===== src/rtl/btnstat_pkg.sv =====
package btnstat_pkg;

    typedef enum logic [2:0] {
        PS_HARDRST = 3'd0,
        PS_WAKE_A  = 3'd1,
        PS_WAKE_B  = 3'd2,
        PS_RUN     = 3'd3,
        PS_SHUT_A  = 3'd4,
        PS_SHUT_B  = 3'd5,
        PS_OFF     = 3'd6
    } pwr_state_e;

    typedef enum logic [1:0] {
        F_IDLE     = 2'd0,
        F_SUPPRESS = 2'd1,
        F_HOLD     = 2'd2,
        F_FOLLOW   = 2'd3
    } stat_fsm_e;

    // Awake states are the only ones in which the status pin may be driven.
    function automatic logic is_awake(input logic [2:0] code);
        logic r;
        case (code)
            PS_WAKE_A, PS_WAKE_B, PS_RUN: r = 1'b1;
            default:                      r = 1'b0;
        endcase
        return r;
    endfunction

endpackage


===== src/rtl/btnstat_sync.sv =====
module btnstat_sync #(
    parameter int  STAGES    = 2,
    parameter logic RESET_VAL = 1'b1
) (
    input  logic clk,
    input  logic rst_n,
    input  logic d_async,
    output logic q_sync
);

    logic [STAGES-1:0] chain;

    always_ff @(posedge clk or negedge rst_n) begin
        if (!rst_n) begin
            chain <= {STAGES{RESET_VAL}};
        end else begin
            chain <= {chain[STAGES-2:0], d_async};
        end
    end

    assign q_sync = chain[STAGES-1];

endmodule


===== src/rtl/btnstat_lowtimer.sv =====
module btnstat_lowtimer #(
    parameter int DEB_TICKS = 50
) (
    input  logic clk,
    input  logic rst_n,
    input  logic tick,
    input  logic btn_high,
    output logic low_ok
);

    localparam int             CW      = $clog2(DEB_TICKS + 1);
    localparam logic [CW-1:0]  DEB_TOP = CW'(DEB_TICKS);

    logic [CW-1:0] cnt;

    always_ff @(posedge clk or negedge rst_n) begin
        if (!rst_n) begin
            cnt <= '0;
        end else if (btn_high) begin
            cnt <= '0;
        end else if (tick && (cnt != DEB_TOP)) begin
            cnt <= cnt + 1'b1;
        end
    end

    assign low_ok = (cnt == DEB_TOP);

    assert_cnt_sat_R8: assert property (@(posedge clk) disable iff (!rst_n)
        cnt <= DEB_TOP)
        else $error("low-duration count beyond threshold");

    assert_restart_R6: assert property (@(posedge clk) disable iff (!rst_n)
        (cnt != '0) |-> !$past(btn_high))
        else $error("count nonzero after a high sample");

endmodule


===== src/rtl/btnstat_fsm.sv =====
module btnstat_fsm
    import btnstat_pkg::*;
#(
    parameter int MIN_TICKS = 50
) (
    input  logic clk,
    input  logic rst_n,
    input  logic tick,
    input  logic btn_high,
    input  logic low_ok,
    input  logic awake,
    input  logic boot_press,
    output logic drive_raw
);

    localparam int            TW      = $clog2(MIN_TICKS + 1);
    localparam logic [TW-1:0] MIN_TOP = TW'(MIN_TICKS);

    stat_fsm_e     st, nxt;
    logic [TW-1:0] tmr;
    logic          min_done;

    assign min_done = (tmr == MIN_TOP);

    // state register
    always_ff @(posedge clk or negedge rst_n) begin
        if (!rst_n) begin
            st <= F_IDLE;
        end else begin
            st <= nxt;
        end
    end

    // minimum-width timer, runs only while holding
    always_ff @(posedge clk or negedge rst_n) begin
        if (!rst_n) begin
            tmr <= '0;
        end else if (st != F_HOLD) begin
            tmr <= '0;
        end else if (tick && !min_done) begin
            tmr <= tmr + 1'b1;
        end
    end

    // next state
    always_comb begin
        nxt = st;
        unique case (st)
            F_IDLE: begin
                if (boot_press)            nxt = F_SUPPRESS;
                else if (awake && low_ok)  nxt = F_HOLD;
            end
            F_SUPPRESS: begin
                if (btn_high && !boot_press) nxt = F_IDLE;
            end
            F_HOLD: begin
                if (!awake)                nxt = F_IDLE;
                else if (min_done)         nxt = btn_high ? F_IDLE : F_FOLLOW;
            end
            F_FOLLOW: begin
                if (!awake || btn_high)    nxt = F_IDLE;
            end
            default:                       nxt = F_IDLE;
        endcase
    end

    // outputs
    always_comb begin
        drive_raw = (st == F_HOLD) || (st == F_FOLLOW);
    end

    assert_qualified_rise_R1: assert property (@(posedge clk) disable iff (!rst_n)
        $rose(drive_raw) |-> ($past(low_ok) && $past(awake)))
        else $error("drive began without a qualified press");

    assert_min_width_R3: assert property (@(posedge clk) disable iff (!rst_n)
        ($past(st) == F_HOLD && st == F_IDLE && $past(awake)) |-> $past(min_done))
        else $error("pulse ended before minimum width");

    assert_follow_release_R2: assert property (@(posedge clk) disable iff (!rst_n)
        (st == F_FOLLOW && btn_high) |=> !drive_raw)
        else $error("drive kept after release");

    assert_suppress_exit_R5: assert property (@(posedge clk) disable iff (!rst_n)
        ($past(st) == F_SUPPRESS && st != F_SUPPRESS) |-> ($past(btn_high) && st == F_IDLE))
        else $error("suppression left without release");

endmodule


===== src/rtl/btnstat.sv =====
module btnstat
    import btnstat_pkg::*;
#(
    parameter int SYNC_STAGES = 2,
    parameter int DEB_TICKS   = 50,
    parameter int MIN_TICKS   = 50
) (
    input  logic       clk,
    input  logic       rst_n,
    input  logic       tick_ms,
    input  logic       button_n,
    input  logic [2:0] pwr_state,
    input  logic       boot_press,
    output logic       stat_n,
    output logic       stat_oe
);

    logic btn_high;
    logic low_ok;
    logic awake;
    logic drive_raw;

    assign awake = is_awake(pwr_state);

    btnstat_sync #(
        .STAGES    (SYNC_STAGES),
        .RESET_VAL (1'b1)
    ) u_sync (
        .clk     (clk),
        .rst_n   (rst_n),
        .d_async (button_n),
        .q_sync  (btn_high)
    );

    btnstat_lowtimer #(
        .DEB_TICKS (DEB_TICKS)
    ) u_lowtimer (
        .clk      (clk),
        .rst_n    (rst_n),
        .tick     (tick_ms),
        .btn_high (btn_high),
        .low_ok   (low_ok)
    );

    btnstat_fsm #(
        .MIN_TICKS (MIN_TICKS)
    ) u_fsm (
        .clk        (clk),
        .rst_n      (rst_n),
        .tick       (tick_ms),
        .btn_high   (btn_high),
        .low_ok     (low_ok),
        .awake      (awake),
        .boot_press (boot_press),
        .drive_raw  (drive_raw)
    );

    // Gating is combinational so a sleeping state releases the pin at once.
    assign stat_oe = drive_raw && awake;
    assign stat_n  = !stat_oe;

    assert_gated_R4: assert property (@(posedge clk) disable iff (!rst_n)
        !is_awake(pwr_state) |-> !stat_oe)
        else $error("pin driven in a sleeping state");

    assert_reset_R7: assert property (@(posedge clk)
        !rst_n |-> (!stat_oe && stat_n))
        else $error("pin driven during reset");

endmodule


===== config.mk =====
export PLATFORM = sky130hd
export DESIGN_NAME = btnstat
export DESIGN_NICKNAME = d
export VERILOG_FILES = /design/src/rtl/btnstat_pkg.sv /design/src/rtl/btnstat_sync.sv /design/src/rtl/btnstat_lowtimer.sv /design/src/rtl/btnstat_fsm.sv /design/src/rtl/btnstat.sv
export SDC_FILE = /design/constraint.sdc
export NUM_CORES = 1
export LEC_CHECK = 0
export BUFFER_PORTS_ARGS = -buffer_cell sky130_fd_sc_hd__buf_2
export CORE_MARGIN = 4
export CORE_UTILIZATION = 55
export CTS_CLUSTER_DIAMETER = 200
export DETAILED_ROUTE_END_ITERATION = 7
export HOLD_SLACK_MARGIN = 0.08
export PLACE_DENSITY_LB_ADDON = 0.2
export SLEW_MARGIN = 20
export SYNTH_ARGS = -nofsm -noshare
export SYNTH_HDL_FRONTEND = slang
export SYNTH_HIERARCHICAL = 1
export SYNTH_SLANG_ARGS = --single-unit

===== constraint.sdc =====
create_clock -name clk -period 1.7 [get_ports clk]
set_clock_uncertainty 0.05 [all_clocks]
set_input_delay 0.17 -clock clk [delete_from_list [all_inputs] [get_ports clk]]
set_output_delay 0.17 -clock clk [all_outputs]
set_load 0.02 [all_outputs]

==> results.py <==
metrics = {
    "route": {
        "viasPerCell": 5.631,
        "vias": 687,
        "wl_per_cell_um": 12.85,
        "first_pass_iters": 4,
        "final_antenna_net_count": 0,
        "drc": 0,
        "drt-total-wl_mm": 1.568,
        "drtIter0Drc": 9,
    },
    "global_routing": {
        "grt_max_degree": 17,
        "gr-total-overflow": 0,
        "grtUsageTotal": 0.1417,
        "grt_pass1_wl_mm": 2.684,
        "met1_usage": 0.1909,
        "grt_antenna_before_repair": 0,
        "met2_usage": 0.2130,
        "grt_pass1_vias": 643,
        "use_met3": 0.03067,
        "grt-busiest-layer": "met2",
    },
    "logic_synthesis": {
        "synthSimpleGateAreaFrac": 0.2322,
        "postSynthAreaPerCell_um2": 9.517,
        "synth_compound_area_frac": 0.1664,
        "netlist_instances": 94,
        "synthTopCellsByArea": "dfrtp_1 39%, dfstp_2 5.9%, ha_1 5.6%",
        "synth.area.mux_share": 0.01259,
        "netlist_area_um2": 894.6,
        "ys_types": 36,
        "seq_area_frac_synth": 0.4503,
        "synth_top_family_by_area": "simple AND/OR/NAND/NOR gates",
        "yosys.area_share.adder": 0.05594,
        "synth_top_area_share": 0.3916,
        "synth_seq_cells": 16,
        "syn-num-nets": 106,
        "synth_top_cell_by_area": "dfrtp_1",
        "yosys_warnings": 6,
        "synth_xor_area_frac": 0.03916,
    },
    "timing": {
        "tns_ns": 0,
        "worstMarginPinSlew_ns": 0.3490,
        "fin_crit_sh": 0.9368,
        "max_clock_freq_mhz": 627.9,
        "fin_crit_ns": 1.593,
        "slew_headroom": 0.7674,
        "maxSlewViolCount": 0,
        "finalHoldViolCount": 0,
        "rsz0062_at_grt": "false",
        "setup_viol": 0,
    },
    "power_and_ir_drop": {
        "p_per_area_nw_per_um2": 725.9,
        "vdd_drop_max_v": 0.0005915,
        "leakagePower_nw": 0.4427,
    },
    "cells_and_area": {
        "diodes": 0,
        "layout-drive-gt1-share": 0.1887,
        "nets": 119,
        "multi_input_area_um2": 452.9,
        "syn_to_final_growth_pct": 12.17,
        "fin_cells": 122,
        "layout.cells.most_common": "dfrtp_1",
        "regArea_um2": 402.9,
        "fill_cells": 140,
        "final_cell_mix": "14 x dfrtp_1, 9 x buf_2, 8 x nand2_1, 8 x nor2_1, 7 x inv_1",
        "fin_util": 0.6585,
    },
    "placement": {
        "hpwlAfterDp_mm": 1.141,
        "gp_congestion": 0.7531,
        "port_buffers": 9,
        "place_inst": 116,
    },
    "floorplan": {
        "start_util": 0.5870,
        "dieHeight_um": 48.33,
        "die-area_um2": 2336,
        "coreArea_um2": 1524,
        "io_pins": 10,
        "rows": 14,
        "die_w_um": 48.33,
    },
    "critical_path": {
        "end_kind": "flip-flop",
        "cp.required_ns": 1.83,
        "path_max_fanout": 4,
        "crit_path_start_kind": "flip-flop",
        "cp_data_arrival_time_ns": 1.72,
        "worst-setup-path-type": "reg -> reg",
        "r2r_cells": 5,
    },
    "clocking": {
        "clk_pin_slew_ns": 0.10,
        "insertion_delay_ns": 0.28,
        "cts_resized": 0,
        "root_buffer": "clkbuf_4",
        "clock_path_buffers": 2,
        "cts_setup_buffers": 0,
        "cts_tree": "built",
        "h-tree-depth": 1,
        "cts_made_buffers": 3,
        "cts_num_sinks": 16,
    },
    "hold_path": {
        "hp-class": "in -> reg",
        "whs_path_depth": 3,
    },
    "run": {
        "drv_cap": 0,
    },
    "outcome": {
        "status": "complete, no violations",
    },
}
[critical path: stages, from the launching register on]
cell and delay [ns]:
dfrtp_1 0.42, inv_1 0.09, ha_1 0.17, nand4b_1 0.13
o21ai_0 0.27, mux2_2 0.37
[logic make-up after synthesis]
kind of cell               after synthesis
and+or+nand+nor                         37
AOI/OAI and AO/OA                       22
DFF                                     16
buffers and inverters                   10
xor gates and xnor gates                 4
adders and majority gates                4
muxes                                    1
[cells in the mapped netlist]
library cell,number
o31ai_1,1
a211oi_1,1
o21ai_1,1
o211a_1,1
nand4_1,4
a211oi_2,1
inv_1,7
nand2_1,8
and3b_1,1
or3_1,3
nand4b_1,1
nand3_1,1
a211o_1,1
nor2b_1,1
a21oi_2,1
clkbuf_1,2
o311ai_1,1
nand3b_1,1
and4b_1,1
a31oi_1,3
ha_1,4
o22ai_1,1
o21ba_2,1
xor2_1,4
nor2_1,8
nand2b_1,3
o21ai_0,4
dfstp_2,2
a21oi_1,5
dfrtp_1,14
buf_2,1
mux2_2,1
or2_1,1
or3b_4,1
and2_1,1
nor3b_1,2
[final timing paths]
kind,from,slack (ns),to
setup / recovery,u_fsm/tmr[0],0.11,u_fsm/tmr[0]
hold / removal,boot_press,0.16,u_fsm/st[0]
setup reg to reg,u_fsm/tmr[0],0.11,u_fsm/tmr[0]
hold reg to reg,u_sync/chain[0],0.31,u_sync/chain[1]
max in group asynchronous,rst_n,1.04,u_sync/chain[0]
min in group asynchronous,rst_n,0.26,u_lowtimer/cnt[2]
[layout make-up]
class,instances,area share
Clock buffer,4,0.03616
Inverter,7,0.02618
Multi-Input combinational cell,68,0.4514
Sequential cell,16,0.4015
Tap cell,16,0.01995
Timing Repair Buffer,11,0.06484
[sequential cells by signal (all words and copies together), names as in the netlist]
name            flops
u_fsm/st            2
u_fsm/tmr           6
u_lowtimer/cnt      6
u_sync/chain        2
[where the power goes]
group	internal (mW)	total, mW	leakage (nW)	switching, mW
clock	0.130	0.252	0.0210	0.121
combinational	0.0340	0.0671	0.211	0.0331
sequential	0.393	0.410	0.210	0.0163
[layer usage]
metal	up-vias	routed length (um)
met2	12	751
li1	354	-
met5	-	0
met4	0	0
met1	321	760
met3	0	56
[what timing repair did]
action / in CTS / in global routing
setup endpoints to repair: 0 / 0
endpoints found under the hold margin: 17 / 0
hold buffers: 2 / 0
[per-stage QoR]
stage	hold WS (ns)	power, mW	setup WS [ns]	cell area (um2)
final	0.1619	0.7284	0.1075	1003
after global routing	0.1639	0.7718	0.03940	1003
after CTS	0.1552	0.7374	0.1335	1003
after detailed placement	0.04955	0.4807	0.1508	947.2
after global placement	0.04743	0.4785	0.2114	947.2
after floorplan	-0.1756	0.4557	0.2637	894.6
Power figures use the tool's default switching activity.
